$ cat src/rtl/xtlb_pkg.sv
package xtlb_pkg;
    localparam int VA_W   = 32;
    localparam int PG_OFF = 12;
    localparam int VPN_W  = VA_W - PG_OFF;
    localparam int PPN_W  = 20;
    localparam int PA_W   = PPN_W + PG_OFF;
    localparam int DOM_W  = 4;
    localparam int NDOM   = 1 << DOM_W;
    localparam int AP_W   = 2;
    localparam int ATTR_W = 4;

    typedef struct packed {
        logic [VPN_W-1:0]  vpn;
        logic [PPN_W-1:0]  ppn;
        logic [DOM_W-1:0]  dom;
        logic [AP_W-1:0]   ap;
        logic [ATTR_W-1:0] attr;
    } xtlb_ent_t;

    typedef enum logic [1:0] {
        XS_IDLE = 2'd0,
        XS_LOOK = 2'd1,
        XS_WALK = 2'd2,
        XS_RESP = 2'd3
    } xtlb_st_t;
endpackage

$ cat src/rtl/xtlb_victim.sv
module xtlb_victim #(
    parameter int N  = 32,
    localparam int IW = $clog2(N)
) (
    input  logic [IW-1:0] rr_ptr,
    input  logic [N-1:0]  lock_vec,
    output logic [IW-1:0] victim
);
    int         pos;
    logic       found;
    logic [IW-1:0] cand;

    // first unlocked slot at or after the pointer, wrapping
    always_comb begin
        victim = IW'(N - 1);
        found  = 1'b0;
        pos    = 0;
        cand   = '0;
        for (int k = 0; k < N; k++) begin
            pos = int'(rr_ptr) + k;
            if (pos >= N) pos = pos - N;
            cand = IW'(pos);
            if (!found && !lock_vec[cand]) begin
                found  = 1'b1;
                victim = cand;
            end
        end
    end
endmodule

$ cat src/rtl/xtlb_perm.sv
module xtlb_perm
    import xtlb_pkg::*;
(
    input  logic [2*NDOM-1:0] dom_ctl,
    input  logic [DOM_W-1:0]  dom,
    input  logic [AP_W-1:0]   ap,
    input  logic              user,
    output logic              allow
);
    logic [1:0] field;

    always_comb begin
        field = dom_ctl[{dom, 1'b0} +: 2];
        case (field)
            2'b11:   allow = 1'b1;
            2'b01:   allow = user ? ap[1] : ap[0];
            default: allow = 1'b0;
        endcase
    end
endmodule

$ cat src/rtl/xtlb_array.sv
module xtlb_array
    import xtlb_pkg::*;
#(
    parameter int N  = 32,
    localparam int IW = $clog2(N)
) (
    input  logic              clk,
    input  logic              rst_n,
    input  logic [VPN_W-1:0]  look_vpn,
    output logic              hit,
    output logic [PPN_W-1:0]  hit_ppn,
    output logic [DOM_W-1:0]  hit_dom,
    output logic [AP_W-1:0]   hit_ap,
    output logic [ATTR_W-1:0] hit_attr,
    input  logic              fill_we,
    input  logic [IW-1:0]     fill_idx,
    input  xtlb_ent_t         fill_ent,
    input  logic              inval_all,
    input  logic [N-1:0]      lock_vec
);
    typedef struct packed {
        logic [N-1:0]           vld;
        xtlb_ent_t [N-1:0]      ent;
    } arr_t;

    arr_t         s_d, s_q;
    logic [N-1:0] match;

    for (genvar g = 0; g < N; g++) begin : g_cmp
        assign match[g] = s_q.vld[g] && (s_q.ent[g].vpn == look_vpn);
    end

    // lowest matching index wins
    always_comb begin
        hit      = 1'b0;
        hit_ppn  = '0;
        hit_dom  = '0;
        hit_ap   = '0;
        hit_attr = '0;
        for (int i = N - 1; i >= 0; i--) begin
            if (match[i]) begin
                hit      = 1'b1;
                hit_ppn  = s_q.ent[i].ppn;
                hit_dom  = s_q.ent[i].dom;
                hit_ap   = s_q.ent[i].ap;
                hit_attr = s_q.ent[i].attr;
            end
        end
    end

    always_comb begin
        s_d = s_q;
        if (inval_all) s_d.vld = s_q.vld & lock_vec;
        if (fill_we) begin
            s_d.vld[fill_idx] = 1'b1;
            s_d.ent[fill_idx] = fill_ent;
        end
    end

    always_ff @(posedge clk) begin
        if (!rst_n) s_q <= '0;
        else        s_q <= s_d;
    end

    assert_fill_unlocked_R5: assert property (@(posedge clk) disable iff (!rst_n)
        fill_we |-> !lock_vec[fill_idx]);

    assert_lock_keep_R6: assert property (@(posedge clk) disable iff (!rst_n)
        inval_all |=> ((s_q.vld & $past(lock_vec & s_q.vld)) == $past(lock_vec & s_q.vld)));

    assert_single_match_R3: assert property (@(posedge clk) disable iff (!rst_n)
        $onehot0(match));
endmodule

$ cat src/rtl/itrans_tlb.sv
module itrans_tlb
    import xtlb_pkg::*;
#(
    parameter int ENTRIES = 32,
    localparam int IW = $clog2(ENTRIES)
) (
    input  logic              clk,
    input  logic              rst_n,
    input  logic              xlat_en,
    input  logic              req_valid,
    output logic              req_ready,
    input  logic [VA_W-1:0]   req_va,
    input  logic              req_user,
    output logic              rsp_valid,
    output logic [PA_W-1:0]   rsp_pa,
    output logic [ATTR_W-1:0] rsp_attr,
    output logic              rsp_abort,
    output logic              walk_req_valid,
    output logic [VPN_W-1:0]  walk_req_vpn,
    input  logic              walk_rsp_valid,
    input  logic              walk_rsp_fault,
    input  logic [PPN_W-1:0]  walk_rsp_ppn,
    input  logic [DOM_W-1:0]  walk_rsp_dom,
    input  logic [AP_W-1:0]   walk_rsp_ap,
    input  logic [ATTR_W-1:0] walk_rsp_attr,
    input  logic [ENTRIES-2:0] lock_mask,
    input  logic              inval_all,
    input  logic [2*NDOM-1:0] dom_ctl
);
    typedef struct packed {
        xtlb_st_t          st;
        logic [VA_W-1:0]   va;
        logic              user;
        logic              xen;
        logic [IW-1:0]     rr;
        logic [PA_W-1:0]   pa;
        logic [ATTR_W-1:0] attr;
        logic              abort;
    } ctl_t;

    ctl_t c_d, c_q;

    logic [ENTRIES-1:0] lock_vec;
    logic               hit, allow, fill_we;
    logic [PPN_W-1:0]   hit_ppn;
    logic [DOM_W-1:0]   hit_dom;
    logic [AP_W-1:0]    hit_ap;
    logic [ATTR_W-1:0]  hit_attr;
    logic [IW-1:0]      victim;
    xtlb_ent_t          fill_ent;

    // the last slot carries no lock bit, so a victim always exists
    assign lock_vec = {1'b0, lock_mask};

    assign fill_ent = '{vpn:  c_q.va[VA_W-1:PG_OFF],
                        ppn:  walk_rsp_ppn,
                        dom:  walk_rsp_dom,
                        ap:   walk_rsp_ap,
                        attr: walk_rsp_attr};

    xtlb_array #(.N(ENTRIES)) u_array (
        .clk      (clk),
        .rst_n    (rst_n),
        .look_vpn (c_q.va[VA_W-1:PG_OFF]),
        .hit      (hit),
        .hit_ppn  (hit_ppn),
        .hit_dom  (hit_dom),
        .hit_ap   (hit_ap),
        .hit_attr (hit_attr),
        .fill_we  (fill_we),
        .fill_idx (victim),
        .fill_ent (fill_ent),
        .inval_all(inval_all),
        .lock_vec (lock_vec)
    );

    xtlb_victim #(.N(ENTRIES)) u_victim (
        .rr_ptr  (c_q.rr),
        .lock_vec(lock_vec),
        .victim  (victim)
    );

    xtlb_perm u_perm (
        .dom_ctl(dom_ctl),
        .dom    (hit_dom),
        .ap     (hit_ap),
        .user   (c_q.user),
        .allow  (allow)
    );

    always_comb begin
        c_d     = c_q;
        fill_we = 1'b0;
        case (c_q.st)
            XS_IDLE: begin
                if (req_valid) begin
                    c_d.va   = req_va;
                    c_d.user = req_user;
                    c_d.xen  = xlat_en;
                    if (!xlat_en) begin
                        c_d.pa    = PA_W'(req_va);
                        c_d.attr  = '0;
                        c_d.abort = 1'b0;
                        c_d.st    = XS_RESP;
                    end else begin
                        c_d.st = XS_LOOK;
                    end
                end
            end
            XS_LOOK: begin
                if (hit) begin
                    c_d.st = XS_RESP;
                    if (allow) begin
                        c_d.pa    = {hit_ppn, c_q.va[PG_OFF-1:0]};
                        c_d.attr  = hit_attr;
                        c_d.abort = 1'b0;
                    end else begin
                        c_d.pa    = '0;
                        c_d.attr  = '0;
                        c_d.abort = 1'b1;
                    end
                end else begin
                    c_d.st = XS_WALK;
                end
            end
            XS_WALK: begin
                if (walk_rsp_valid) begin
                    if (walk_rsp_fault) begin
                        c_d.pa    = '0;
                        c_d.attr  = '0;
                        c_d.abort = 1'b1;
                        c_d.st    = XS_RESP;
                    end else begin
                        fill_we = 1'b1;
                        c_d.rr  = (victim == IW'(ENTRIES - 1)) ? '0 : victim + 1'b1;
                        c_d.st  = XS_LOOK;
                    end
                end
            end
            default: c_d.st = XS_IDLE;
        endcase
    end

    always_ff @(posedge clk) begin
        if (!rst_n) c_q <= '0;
        else        c_q <= c_d;
    end

    assign req_ready      = (c_q.st == XS_IDLE);
    assign rsp_valid      = (c_q.st == XS_RESP);
    assign walk_req_valid = (c_q.st == XS_WALK);
    assign walk_req_vpn   = c_q.va[VA_W-1:PG_OFF];
    assign rsp_pa         = c_q.pa;
    assign rsp_attr       = c_q.attr;
    assign rsp_abort      = c_q.abort;

    assert_walk_hold_R3: assert property (@(posedge clk) disable iff (!rst_n)
        (walk_req_valid && !walk_rsp_valid) |=> (walk_req_valid && $stable(walk_req_vpn)));

    assert_rsp_pulse_R2: assert property (@(posedge clk) disable iff (!rst_n)
        rsp_valid |=> (!rsp_valid && req_ready));

    assert_offset_pass_R2: assert property (@(posedge clk) disable iff (!rst_n)
        (rsp_valid && !rsp_abort && c_q.xen) |-> (rsp_pa[PG_OFF-1:0] == c_q.va[PG_OFF-1:0]));

    assert_bypass_R10: assert property (@(posedge clk) disable iff (!rst_n)
        (rsp_valid && !c_q.xen) |-> (rsp_pa == PA_W'(c_q.va) && !rsp_abort));

    assert_rr_still_R4: assert property (@(posedge clk) disable iff (!rst_n)
        !fill_we |=> $stable(c_q.rr));

    assert_abort_clean_R7: assert property (@(posedge clk) disable iff (!rst_n)
        (rsp_valid && rsp_abort) |-> (rsp_pa == '0 && rsp_attr == '0));

    assert_fault_nofill_R9: assert property (@(posedge clk) disable iff (!rst_n)
        (walk_req_valid && walk_rsp_valid && walk_rsp_fault) |-> !fill_we);
endmodule

$ cat config.mk
export PLATFORM = sky130hd
export DESIGN_NAME = itrans_tlb
export DESIGN_NICKNAME = d
export VERILOG_FILES = /design/src/rtl/xtlb_pkg.sv /design/src/rtl/xtlb_victim.sv /design/src/rtl/xtlb_perm.sv /design/src/rtl/xtlb_array.sv /design/src/rtl/itrans_tlb.sv
export SDC_FILE = /design/constraint.sdc
export NUM_CORES = 2
export LEC_CHECK = 0
export ABC_AREA = 1
export CAP_MARGIN = 0
export CORE_MARGIN = 4
export CORE_UTILIZATION = 25
export DETAILED_ROUTE_END_ITERATION = 8
export PLACE_DENSITY_LB_ADDON = 0.05
export RECOVER_POWER = 50
export SETUP_SLACK_MARGIN = 0.15
export SLEW_MARGIN = 20
export SYNTH_ARGS = -nofsm -noshare
export SYNTH_HDL_FRONTEND = slang
export SYNTH_SLANG_ARGS = --single-unit
$ cat constraint.sdc
create_clock -name clk -period 7 [get_ports clk]
set_clock_uncertainty 0.2 [all_clocks]
set_input_delay 1.75 -clock clk [delete_from_list [all_inputs] [get_ports clk]]
set_output_delay 1.75 -clock clk [all_outputs]
set_load 0.05 [all_outputs]
# Yosys cells after proc, flatten, opt, wreduce, memory -nomap -nowiden
# Index checks and enable logic that the tools add are counted.
# Widths: inputs -> output; s select.
# op_classes
n_div,0
mux,345
n_addsub,64
n_lt_le_gt_ge,66
bitwise_logic,3
shift,1
multipliers,0
n_reduce_logical,131
n_eq_ne,43
# ops
op,n
$mux 1632,1
$bwmux 1600,1
$eq 20x20->1,32
$mux 20,32
$mux 5,65
$mux 4,64
$demux 50 s5,1
$mux 37,6
$lt 5x6->1 const B,33
$ge 6x6->1 const B,31
$bmux 1 s5,32
$sub 5x1->5 const B,32
$pmux 37 s3,1
$mux 1,101
$add 5x5->6 const B,16
$mux 2,35
$logic_and 1x1->1,64
$logic_not 1->1,61
$mux 50,1
$add 5x4->6 const B,8
$mux 36,1
$and 32x31->32,1
$mux 32,1
$or 32x32->32,1
other kinds (21),32
# word_totals
ram_bits,0
wordCells,822
latch_bits,0
memories,0
in_bits,133
mem_bits_ro,0
out_inout_bits,60
regBits,1710

# Depth between registers and ports, before layout
# depth
ltp_word,104
mapped_depth,58
mapped_depth_nobuf,56

# Cells and area by module
# From an unflattened synthesis, not the netlist that was laid out.
# unflattened
cells_unflattened,12332
area_unflattened_um2,82427.8
# modules_own_cells
module,instances,area_per_inst_um2,cells_each
xtlb_array,1,73757.0,10787
xtlb_victim,1,4145.2,848
itrans_tlb,1,4061.4,593
xtlb_perm,1,464.2,104

# Worst setup path before layout
# Ideal clock, no wire load.
# synth_path
path_kind,in2reg
start,input port lock_mask[4]
end,register with a tool-made name
required_time_ns,6.687
path_buffers,2
setup_slack_ns,0.453
path_stages,41
t_arrival_ns,6.234
path_cell_list,inv_1 -> o21a_1 -> o21ai_1 -> o21ai_1 -> nand2_1 -> o21ai_1 -> nand2_1 -> o21ai_1 -> inv_2 -> nand2_2 -> nor2_4 -> nand4_4 -> nor2_4 -> nand2_2 -> nor2_4 -> nand4_2 -> nor2_2 -> nand2_1 -> [5 not listed] -> nand2_1 -> nor2_1 -> inv_1 -> o21ai_0 -> nand4_1 -> nor3_1 -> nand3_1 -> nor2_1 -> ha_1 -> inv_1 -> nor2_1 -> inv_1 -> nor2_1 -> buf_2 -> buf_4 -> nand2_1 -> nand2_1 -> nor2_1
# synth_lines
element,line,source
from (decl),itrans_tlb.sv:26,"input logic [ENTRIES-2:0] lock_mask,"

==> results_dict.tcl <==
set metrics [dict create \
    first_pass_iters 6 \
    crit_type "in2reg" \
    grt_pass1_wl_microns 576000 \
    finalHoldViolCount 0 \
    pwr-share-seq_pct 37.6 \
    ant_nets 0 \
    wl_per_cell_microns 20.9 \
    synthArstFlopShare_pct 0 \
    p_total_w 0.0267 \
    slew_headroom_pct -10.1 \
    rows 217 \
    multi_input_area_sq_um 46200 \
    die_y_microns 600 \
    drt-vias-per-instance 4.61 \
    p_leak_nw 48.0 \
    drc 0 \
    place_ws_ps -1360 \
    initial_core_util_pct 25.1 \
    gr-usage-all-layers_pct 21.3 \
    tightest_slew_ps 1650 \
    dieArea_sq_um 360000 \
    syn_area_sq_um 87500 \
    rsz0062_at_grt "yes" \
    drt-total-wl_microns 398000 \
    clockRootBuffer "clkbuf_16" \
    ys_types 62 \
    regArea_sq_um 34300 \
    drv_cap 1 \
    path_max_fanout 10 \
    cpMaxStageDelayCell "o21ai_0" \
    crit_path_end_kind "flip-flop" \
    final_common_cell "nand2_1" \
    peakVddDrop_mv 0.204 \
    syn_inst 13964 \
    cts.sinks 1709 \
    die_width_microns 600 \
    p_per_area_nw_per_um2 246 \
    post-route-period-util_pct 97.8 \
    cts_hold_buf 0 \
    outcome "finished with violations" \
    max_stage_delay_ps 400 \
    top_level_ports 193 \
    grt_overflow 0 \
    cts_tree "done" \
    io_buffer_count 192 \
    period_minus_slack_ps 6850 \
    finalMaxSlewViolations 29 \
    setup_viol 0 \
    layout_common_cells "4260 x nand2_1, 3610 x nor2_1, 1688 x dfxtp_1, 816 x buf_4, 579 x inv_1" \
    clkTransAtPathRegs_ps 60 \
    core_area_sq_um 349000 \
    syn2layout_area_growth_pct 23.6 \
    dp_hpwl_microns 275000 \
    clock_path_buffers 4 \
    pwr-share-comb_pct 18.6 \
    ys.flop_type "dfxtp_1" \
    internal_power_w 0.0183 \
    clock_latency_ps 900 \
    place_congestion 0.899 \
    critPathLaunchType "primary input" \
    n_fill_cell 37955 \
    fin_nets 14402 \
    grt_max_degree 180 \
    layout-drive-gt1-share_pct 11.8 \
    max_freq_mhz 146 \
    clkPwrFrac_pct 43.8 \
    syn-num-nets 14118 \
    post-route-util_pct 31.0 \
    crit_arrival_ps 7450 \
    htreeDepth 4 \
    yosys_register_bits 1709 \
    synth_warnings 0 \
    dr_total_vias 87796 \
    p_switching_w 0.00834 \
    first_global_vias 82528 \
    fin_ws_ps 153 \
    path_common_cell "nor2_4" \
    seq_area_frac_synth_pct 39.1 \
    worstPathRequired_ps 7600 \
    antenna_found_initial 19 \
    cts_buffers 217 \
    hold_class "reg2reg" \
    avgSynthCellArea_sq_um 6.27 \
    failed_checks "max-capacitance violations, max-slew violations" \
    synth_edf_count 0 \
    drtIter0Drc 6494 \
    switching_share_pct 31.3 \
]
[metal layers]
| layer | global-route usage, % | up-vias | wire length [microns] |
|---|---|---|---|
| met2 | 35.0 | 1721 | 182000 |
| met4 | 4.12 | 0 | 7570 |
| met3 | 2.06 | 393 | 15000 |
| met5 | 0 | - | 0 |
| li1 | - | 44255 | - |
| met1 | 30.3 | 41427 | 194000 |
[area by class of cell]
cell class / count / share of cell area [%]
Antenna cell: 12 / 0.0277
Clock buffer: 348 / 6.21
Clock inverter: 47 / 0.540
Inverter: 651 / 2.31
Multi-Input combinational cell: 10453 / 42.7
Sequential cell: 1709 / 31.7
Tap cell: 4599 / 5.32
Timing Repair Buffer: 1216 / 11.2
[worst paths after layout]
path / startpoint / to / slack [ps] / cells past startpoint
setup / recovery: lock_mask[5] / flip-flop / 150 / 49
hold / removal: flip-flop / flip-flop / 260 / 2
setup reg to reg: walk_req_vpn[0] / rsp_pa[21] / 360 / 40
hold reg to reg: flip-flop / flip-flop / 260 / 2
[synth_stat cells (4+ instances only)]
cell type	number	area share [%]
o2111ai_1	21	0.21
xor2_1	138	1.4
nand2_1	4276	18
xnor2_1	62	0.62
o21ai_1	69	0.39
nand3_1	166	0.95
nand4_2	5	0.071
a2111oi_0	5	0.050
nor2_1	3636	16
mux2i_1	47	0.54
nor3b_1	4	0.034
nand3_2	4	0.046
nor2_4	9	0.12
nor2_2	37	0.26
o21ai_2	8	0.080
buf_6	21	0.27
nand2_2	5	0.036
buf_2	329	1.9
nand4_1	228	1.6
o21a_1	13	0.11
a21oi_1	561	3.2
clkinv_1	7	0.030
a211oi_1	34	0.29
clkbuf_1	402	1.7
dlygate4sd1_1	4	0.040
a22o_1	26	0.26
buf_4	154	1.3
inv_2	32	0.14
a21boi_0	11	0.094
inv_1	610	2.6
o22ai_1	190	1.4
dfxtp_1	1709	39
a22oi_1	21	0.18
o211ai_1	60	0.51
and3_1	8	0.057
nor3_1	42	0.24
buf_8	5	0.086
buf_1	236	1.0
nor4_1	66	0.47
ha_1	21	0.30
o21ai_0	568	3.2
or2_2	22	0.16
a221oi_1	58	0.58
[cell families (layout without fill, tap and decap cells)]
family / Yosys count / after routing / share of synthesized area [%]
and+or+nand+nor: 8522 / 8522 / 38.2
buffers and inverters: 1802 / 2262 / 9.13
DFF: 1709 / 1709 / 39.1
AOI/OAI and AO/OA: 1661 / 1661 / 10.7
xor gates and xnor gates: 202 / 202 / 2.05
muxes: 47 / 47 / 0.537
adders and majority gates: 21 / 21 / 0.300
other: 0 / 12 / 0
[timing repair]
action                                   CTS  global route
setup buffers                             13            22
pin swaps                                 10            66
endpoints found under the setup margin  1669          1673
resized for setup                         58           226
cloned                                     2             8
[power by group through the flow]
stage	Clock, W	Combinational, W	Sequential [W]
floorplan	0	0.00253	0.0101
finish	0.0117	0.00495	0.0100
global placement	0	0.00487	0.0103
detailed placement	0	0.00485	0.0103
CTS	0.0121	0.00490	0.0100
global route	0.0124	0.00527	0.0100
[critical path, delay by kind of cell]
kind / cells / cell delay, ps
and+or+nand+nor: 32 / 3330
buffers and inverters: 11 / 1340
AOI/OAI and AO/OA: 5 / 820
adders and majority gates: 1 / 150
[through the flow]
stage / TNS (ps) / cells / hold slack, ps / instance area [sq um]
6_report: 0 / 19035 / 263 / 108000
4_1_cts: 0 / 18993 / 267 / 107000
2_1_floorplan: 0 / 13964 / 235 / 87500
5_1_grt: -10460 / 19029 / 285 / 108000
3_3_place_gp: -1944450 / 18583 / 244 / 99500
3_5_place_dp: -1869190 / 18583 / 252 / 99500
Power figures use the tool's default switching activity.
